==> config.mk <==
export PLATFORM = sky130hd
export DESIGN_NAME = dma_req_reload
export DESIGN_NICKNAME = d
export VERILOG_FILES = /design/src/rtl/dmarr_pkg.sv /design/src/rtl/dmarr_reqsel.sv /design/src/rtl/dmarr_chan.sv /design/src/rtl/dma_req_reload.sv
export SDC_FILE = /design/constraint.sdc
export NUM_CORES = 1
export LEC_CHECK = 0
export ABC_AREA = 1
export BUFFER_PORTS_ARGS = -buffer_cell sky130_fd_sc_hd__buf_4
export CORE_AREA = 5 5 157 159
export DETAILED_ROUTE_END_ITERATION = 7
export DIE_AREA = 0 0 162 164
export GPL_TIMING_DRIVEN = 0
export PLACE_DENSITY = 0.56
export REMOVE_ABC_BUFFERS = 1
export SYNTH_ARGS = -nofsm -noshare
export SYNTH_HDL_FRONTEND = slang
export SYNTH_SLANG_ARGS = --single-unit
==> constraint.sdc <==
create_clock -name clk -period 2.3 [get_ports clk]
set_clock_uncertainty 0.15 [all_clocks]
set_input_delay 0.115 -clock clk [delete_from_list [all_inputs] [get_ports clk]]
set_output_delay 0.115 -clock clk [all_outputs]
set_load 0.01 [all_outputs]
==> src/rtl/dmarr_pkg.sv <==
package dmarr_pkg;
   localparam int CTL_W    = 4;
   localparam int CTL_EN   = 0;
   localparam int CTL_PEND = 1;
   localparam int CTL_SFWD = 2;
   localparam int CTL_DFWD = 3;

   typedef struct packed {
      logic dfwd;
      logic sfwd;
      logic pend;
      logic en;
   } ctl_word_t;
endpackage

==> src/rtl/dmarr_reqsel.sv <==
module dmarr_reqsel #(
   parameter int NSRC = 16
) (
   input  logic                       clk,
   input  logic                       rst_n,
   input  logic                       sel_we,
   input  logic [$clog2(NSRC)+1:0]    sel_wdata,
   input  logic [2*NSRC-1:0]          periph_irq,
   output logic                       req
);
   localparam int SELW = $clog2(NSRC);

   logic [SELW-1:0] line_idx;
   logic            line_grp;
   logic            line_prev;
   logic            line_now;
   logic            sw_req;

   assign line_now = periph_irq[{line_grp, line_idx}];
   assign sw_req   = sel_we & sel_wdata[SELW+1];
   assign req      = sw_req | (line_now & ~line_prev);

   always_ff @(posedge clk) begin
      if (!rst_n) begin
         line_idx  <= '0;
         line_grp  <= 1'b0;
         line_prev <= 1'b0;
      end else begin
         line_prev <= line_now;
         if (sel_we) begin
            line_idx <= sel_wdata[SELW-1:0];
            line_grp <= sel_wdata[SELW];
         end
      end
   end
endmodule

==> src/rtl/dmarr_chan.sv <==
module dmarr_chan
   import dmarr_pkg::*;
#(
   parameter int AW = 20,
   parameter int CW = 16
) (
   input  logic             clk,
   input  logic             rst_n,
   input  logic             ctl_we,
   input  logic [CTL_W-1:0] ctl_wdata,
   input  logic [AW-1:0]    src_addr,
   input  logic [AW-1:0]    dst_addr,
   input  logic [CW-1:0]    cnt_reload,
   input  logic             xfer_done,
   input  logic             req,
   output logic             en,
   output logic             pend,
   output logic [AW-1:0]    ptr,
   output logic [CW-1:0]    cnt,
   output logic             start
);
   ctl_word_t w;
   logic      reload;
   logic      sw_clear;
   logic      pend_nxt;

   assign w        = ctl_word_t'(ctl_wdata);
   assign reload   = ctl_we & w.en;
   assign sw_clear = ctl_we & ~w.pend;
   assign start    = en & pend;

   always_comb begin
      pend_nxt = pend;
      if (start || sw_clear) pend_nxt = 1'b0;
      if (req)               pend_nxt = 1'b1;
   end

   always_ff @(posedge clk) begin
      if (!rst_n) begin
         en   <= 1'b0;
         pend <= 1'b0;
         ptr  <= '0;
         cnt  <= '0;
      end else begin
         pend <= pend_nxt;
         if (ctl_we) en <= w.en;
         if (reload) begin
            if (w.sfwd)      ptr <= src_addr;
            else if (w.dfwd) ptr <= dst_addr;
            cnt <= cnt_reload;
         end else if (xfer_done) begin
            cnt <= cnt - 1'b1;
         end
      end
   end
endmodule

==> src/rtl/dma_req_reload.sv <==
module dma_req_reload
   import dmarr_pkg::*;
#(
   parameter int NCH  = 2,
   parameter int AW   = 20,
   parameter int CW   = 16,
   parameter int NSRC = 16
) (
   input  logic                              clk,
   input  logic                              rst_n,
   input  logic [NCH-1:0]                    ctl_we,
   input  logic [NCH-1:0][CTL_W-1:0]         ctl_wdata,
   input  logic [NCH-1:0]                    sel_we,
   input  logic [NCH-1:0][$clog2(NSRC)+1:0]  sel_wdata,
   input  logic [NCH-1:0][AW-1:0]            src_addr,
   input  logic [NCH-1:0][AW-1:0]            dst_addr,
   input  logic [NCH-1:0][CW-1:0]            cnt_reload,
   input  logic [2*NSRC-1:0]                 periph_irq,
   input  logic [NCH-1:0]                    xfer_done,
   output logic [NCH-1:0]                    ch_en,
   output logic [NCH-1:0]                    ch_pend,
   output logic [NCH-1:0][AW-1:0]            fwd_ptr,
   output logic [NCH-1:0][CW-1:0]            xfer_cnt,
   output logic [NCH-1:0]                    xfer_start
);
   if (NCH < 1)                  begin : g_bad_nch  $error("NCH must be at least 1");        end
   if (AW < 1 || CW < 1)         begin : g_bad_w    $error("AW and CW must be positive");    end
   if (NSRC < 2 || (NSRC & (NSRC - 1)) != 0)
                                 begin : g_bad_nsrc $error("NSRC must be a power of two");   end

   logic [NCH-1:0] req_vec;

   for (genvar c = 0; c < NCH; c++) begin : g_ch
      dmarr_reqsel #(.NSRC(NSRC)) u_sel (
         .clk        (clk),
         .rst_n      (rst_n),
         .sel_we     (sel_we[c]),
         .sel_wdata  (sel_wdata[c]),
         .periph_irq (periph_irq),
         .req        (req_vec[c])
      );

      dmarr_chan #(.AW(AW), .CW(CW)) u_chan (
         .clk        (clk),
         .rst_n      (rst_n),
         .ctl_we     (ctl_we[c]),
         .ctl_wdata  (ctl_wdata[c]),
         .src_addr   (src_addr[c]),
         .dst_addr   (dst_addr[c]),
         .cnt_reload (cnt_reload[c]),
         .xfer_done  (xfer_done[c]),
         .req        (req_vec[c]),
         .en         (ch_en[c]),
         .pend       (ch_pend[c]),
         .ptr        (fwd_ptr[c]),
         .cnt        (xfer_cnt[c]),
         .start      (xfer_start[c])
      );
   end
endmodule

Yosys cells after proc, flatten, opt, wreduce, memory -nomap -nowiden
Cells that the tools add are included.

storage, ports and cells
  bits in registers = 88
  latch bits = 0
  bits in writable memories = 0
  memory bits (read-only) = 0
  bits of input ports = 172
  logic and storage cells = 60
  memories = 0

operators by class
  $add $sub $neg = 2
  multiply operators = 0
  divide/modulo/power cells = 0
  order comparisons = 2
  eq/ne operators = 0
  shift-type cells = 0
  muxes and demuxes = 16
  bitwise logic cells = 16
  reduce and logical (&&, ||, !) cells = 10

operators by type and width
  kind                                                count
  2-to-1 mux 20 bit                                   4
  2-to-1 mux 16 bit                                   4
  subtractor 16 x 1 -> 16 bit, second input constant  2
  < comparator 5 x 6 -> 1 bit, second input constant  2
  nonzero test 2 bit                                  6
  AND 1 bit                                           10
  binary-select mux 1 bit (select 5 bit)              2
  2-to-1 mux 1 bit                                    6
  NOT 1 bit                                           4
  AND reduction 2 bit                                 2
  logical OR 1 bit                                    2
  bitwise OR 1 bit                                    2

Depth between registers and ports, before layout
  word-level depth = 5
  mapped depth = 13
  mapped depth without buffers = 13

Hierarchy
From an unflattened synthesis, not the netlist that was laid out.

unflattened totals
  cells, all modules = 856
  area total of the unflattened synthesis = 5545.3 µm²

modules (own cells, without submodules)
  module        times used  cells an instance  area each (µm²)
  dmarr_chan    2           329                2172.1
  dmarr_reqsel  2           99                 600.6

Least setup slack after synthesis
Ideal clock, no wire load.

  path type = reg2reg
  start point = register g_ch[1].u_chan.cnt[0]
  end point = register g_ch[1].u_chan.cnt[8]
  setup time = 0.110 ns
  arrival time = 1.362 ns
  slack = 0.678 ns
  stages on the path, launching flop included = 12
  path buffers = 0
  cells stage by stage = dfxtp_1 inv_1 ha_1 inv_1 nor2_1 inv_1 nor2_4 nand2_2 o211ai_1 nand3_1 nand2_1 inv_1

between the ends
  cells in the longest elaborated chain, start to end = 3

RTL lines
  element                      RTL line          text
  start: declaration           dmarr_chan.sv:19  output logic [CW-1:0] cnt,
  start signal: assignment     dmarr_chan.sv:50  cnt <= cnt_reload;
  start signal: assignment     dmarr_chan.sv:52  cnt <= cnt - 1'b1;
  subtractor 16 x 1 -> 16 bit  dmarr_chan.sv:52
  2-to-1 mux 16 bit            dmarr_chan.sv:51  end else if (xfer_done) begin
  2-to-1 mux 16 bit            dmarr_chan.sv:47  if (reload) begin

Every way passes these cells. The select of a mux whose other input is x is not followed.
A chain may end at the register's enable or synchronous reset.

Final worst setup path
  start point = input port ctl_we[1]
  end point = register g_ch[1].u_chan.cnt[11]

between the ends
  cells in the longest elaborated chain, start to end = 2
  elaborated cells between the ends (all ways) = 3

RTL lines
  element                                                  RTL line              text
  start: declaration                                       dma_req_reload.sv:11  input logic [NCH-1:0] ctl_we,
  AND 1 bit (*)                                            dmarr_chan.sv:28      assign reload = ctl_we & w.en;
  2-to-1 mux 16 bit or nonzero test 2 bit (tied branches)  n/a

Mark *: on every way between the ends. The rest lies on a longest branch, timed or not.

==> results.txt <==
* Clock sink total: 88
* DRC violations left: 0
* Routed wire length: 20.5 mm
- The mapped netlist covers 5190 sq um.
* Actual slew at the worst max-slew pin: 0.836 ns
- CTS H-tree depth: 3
- After global routing, the most crowded layer is met2.
- Total Power: 4.93 mW
- Per-cell routed wire length: 14.1 microns
- Once layout is complete, the cells apart from fillers number 1,450.
* Startpoint-to-endpoint class of the critical path: input port to register
- At the end of the flow the core is filled with cells to 37.8%.
- IR analysis of the VDD net gives a maximum drop of 0.317 mV.
- First-pass GRT wire length: 32.9 mm
- After synthesis, the share of flip-flops with an asynchronous set or reset is 0%.
- In this run the count of I/O pins placed on the die edge is 250.
* Critical register-to-register path startpoint: g_ch[1].u_chan.cnt[0]
* Crit path DAT: 2.24 ns
* WHS Path Cells: 5
* Power spent charging and discharging nets: 1.59 mW
- The worst setup path is launched from an input port.
- RSZ-0062 raised after global routing: no
- Switching share of total power: 32.2%
- Critical path fanouts, max: 19
- The worst hold path begins at dst_addr[15].
* Setup TNS after final layout: 0 ns
- In this run, CTS created clock tree buffers numbering 9.
* Tightest Hold Check Type: input port to register
- Unique cell type count in the Yosys netlist: 39
- Fill cell instance count of the final layout: 2,437
- The routed design could run at a clock period as short as 2.16 ns.
- Synthesized instance count: 818
- The later pin in the worst-skew pair is clocked with a latency of 0.35 ns.
* CTS tree: built
* Max Slew Vio Count: 0
- Share of total power in sequential cells: 36.5%
- Setup violators final: 0
* Worst endpoint required time: 2.38 ns
- The Yosys step of the flow raised 0 warnings.
* DPL Wire Length: 14.5 mm
- 0 antenna diodes ended up in the layout.
- GRT Overall Usage: 15.2%
- The floorplan step set the die width to 162 microns.
- In this run the tool buffered the top-level ports with 249 buffer cells.
* Leakage dissipation: 4.23 nW
- Once placement completed, the tool counted placed cells totaling 1,311.
* CTS max path bufs: 2
- Per report_power, the clock group accounts for 32.5% of the total.
- Synth Area per Inst: 6.35 sq um
- Yosys instantiated no cell more often than nand2_1.
- For the worst flop-to-flop path, the logic depth is 8.
- Final-stage net count: 1,329
- Reg2reg end: g_ch[1].u_chan.cnt[4]
* Share of the clock period used by the worst path: 94.0%
- Result of the run: complete, no violations
- After synthesis, the largest area contributor takes up 33.9% of total cell area.
* Area enclosed by the die boundary: 26,600 sq um
- Per report_power, the combinational group accounts for 31.0% of the total.
- Max Cap Viol: 0
- Top FF cell, synth: dfxtp_1
* Pin count of the biggest net entering global routing: 71
- Clock tree synthesis selected as its root buffer the cell clkbuf_16.
- The via count of the first global-routing pass is 6,518.
- Clock input transition at the sequential cells of the worst setup and hold paths: 0.07 ns
- For met2 alone, demand over resource in global routing was 25.7%.
- Met3 track demand over resource: 5.37%
- Area of the core: 23,100 sq um
* Number of vias in the routed layout: 6,496
- Floorplan row count: 56
- The worst setup path is captured at a register.
- Number of antenna violations at the first check in global routing: 0
* Power density of the placed cells: 564 nW/um^2
- Relative slew slack: 44.2%
* Initial Util: 22.5%
* Initial detailed-routing violation count: 372
* Library cell with the largest summed area after synthesis: dfxtp_1
* Routability-driven placement congestion ratio: 0.872
* Leading cell types by count after synthesis: 173 x nand2_1, 104 x a21oi_1, 88 x dfxtp_1
- Global routing consumed, on the met1 layer, 18.6% of the routing resources.
* Vias per std cell: 4.48
* Cell Int Power: 3.34 mW
* Final ANT Viol Nets: 0
- End point of the worst hold path: g_ch[0].u_chan.ptr[15]
- In this run the register-to-register setup slack is 0.18 ns.
* Flops & latches, synth: 88
- Yosys mapped a number of flops with a built-in enable equal to 0.
- The area growth from synthesis to layout is 68.2%.
- Fraction of the yosys area taken by sequential cells: 33.9%
* Number of hold violations in the final report: 0
- Derived from the worst setup path, the maximum achievable clock frequency is 462 MHz.
- Measured along the y axis, the die boundary spans 164 microns.
- Top post-synthesis cells by area: dfxtp_1 34%, nand2_1 13%, a21oi_1 10%, nand3_1 7.6%, nor2_1 6.1%
- Remaining Overflow, GRT: 0
- The first detailed-routing pass ran for 5 iterations.
- Share of layout cells above drive strength 1: 26.7%
[cell usage in the layout, fill, tap and decap left out, drive strengths merged, types with 11 or more instances in the layout]
cell type / count
nand3: 79
a21oi: 105
dfxtp: 88
nor2: 97
clkbuf: 11
o21ai: 74
dlygate4sd3: 121
buf: 251
nand2: 179
inv: 102
[critical path: stages]
cell	delay, ns
dlygate4sd3_1	0.54
buf_4	0.15
nand2_4	0.20
inv_6	0.13
nor2_4	0.18
inv_2	0.14
nand3_1	0.11
a31oi_1	0.07
dlygate4sd3_1	0.59
[layer usage]
layer | share of wire (%) | vias up
li1 | - | 3356
met1 | 44 | 2889
met2 | 46 | 235
met3 | 8.9 | 16
met4 | 1.1 | 0
met5 | 0 | -
[logic make-up after synthesis]
| group | count (synthesis) | synth area share [%] |
|---|---|---|
| AND/OR/NAND/NOR | 371 | 31.5 |
| AO/OA/AOI/OAI | 203 | 20.7 |
| adder cells (fa/ha/maj) | 2 | 0.482 |
| flip-flops | 88 | 33.9 |
| XOR/XNOR | 4 | 0.674 |
| buffers and inverters | 150 | 12.7 |
[what timing repair did]
| action | CTS | global route |
|---|---|---|
| resized for setup | 0 | 6 |
| hold buffers | 121 | 0 |
| endpoints found under the setup margin | 0 | 22 |
| hold endpoints to repair | 82 | 0 |
| buffers inserted | 0 | 2 |
[flip-flops by register name (all words and copies together), names as in the netlist]
signal                flops
g_ch.u_chan.pend          2
g_ch.u_chan.ptr          40
g_ch.u_chan.cnt          32
g_ch.u_sel.line_prev      2
g_ch.u_sel.line_idx       8
g_ch.u_chan.en            2
g_ch.u_sel.line_grp       2
[final cells by class]
type	count	area, sq um	share of cell area (%)
repair buffers	372	3100	35.4
multi-input cells	580	2790	31.9
flip-flops and latches	88	1760	20.2
inverters	104	417	4.77
well taps	290	363	4.15
clock buffers	11	253	2.89
clock inverters	5	62.6	0.716
[through the flow]
stage | worst slack [ns] | hold slack [ns] | area, sq um
2_1_floorplan | 0.683 | 0.0626 | 4950
3_3_place_gp | 0.279 | 0.250 | 7180
3_5_place_dp | 0.234 | 0.260 | 7180
4_1_cts | 0.0639 | 0.0000256 | 8710
5_1_grt | 0.00561 | 0.0276 | 8740
6_report | 0.137 | 0.00875 | 8740
[power by group through the flow]
| stage | Sequential [mW] | Clock (mW) | Combinational, mW |
|---|---|---|---|
| floorplan | 1.85 | 0 | 0.665 |
| global placement | 1.83 | 0 | 1.33 |
| detailed placement | 1.83 | 0 | 1.34 |
| CTS | 1.80 | 1.66 | 1.53 |
| global route | 1.82 | 1.73 | 1.71 |
| finish | 1.80 | 1.60 | 1.53 |
[worst max-delay path by stage]
stage | slack, ns | to | startpoint | depth (start not counted)
global route | 0.006 | g_ch[1].u_chan.cnt[4] | rst_n | 4
CTS | 0.06 | g_ch[0].u_chan.ptr[9] | ctl_we[0] | 8
floorplan | 0.68 | g_ch[1].u_chan.cnt[8] | g_ch[1].u_chan.cnt[0] | 11
detailed placement | 0.23 | g_ch[0].u_chan.ptr[17] | ctl_we[0] | 7
finish | 0.14 | g_ch[1].u_chan.cnt[11] | ctl_we[1] | 9
global placement | 0.28 | g_ch[0].u_chan.ptr[8] | ctl_we[0] | 7
No activity file was read; power rests on OpenSTA's default activity.
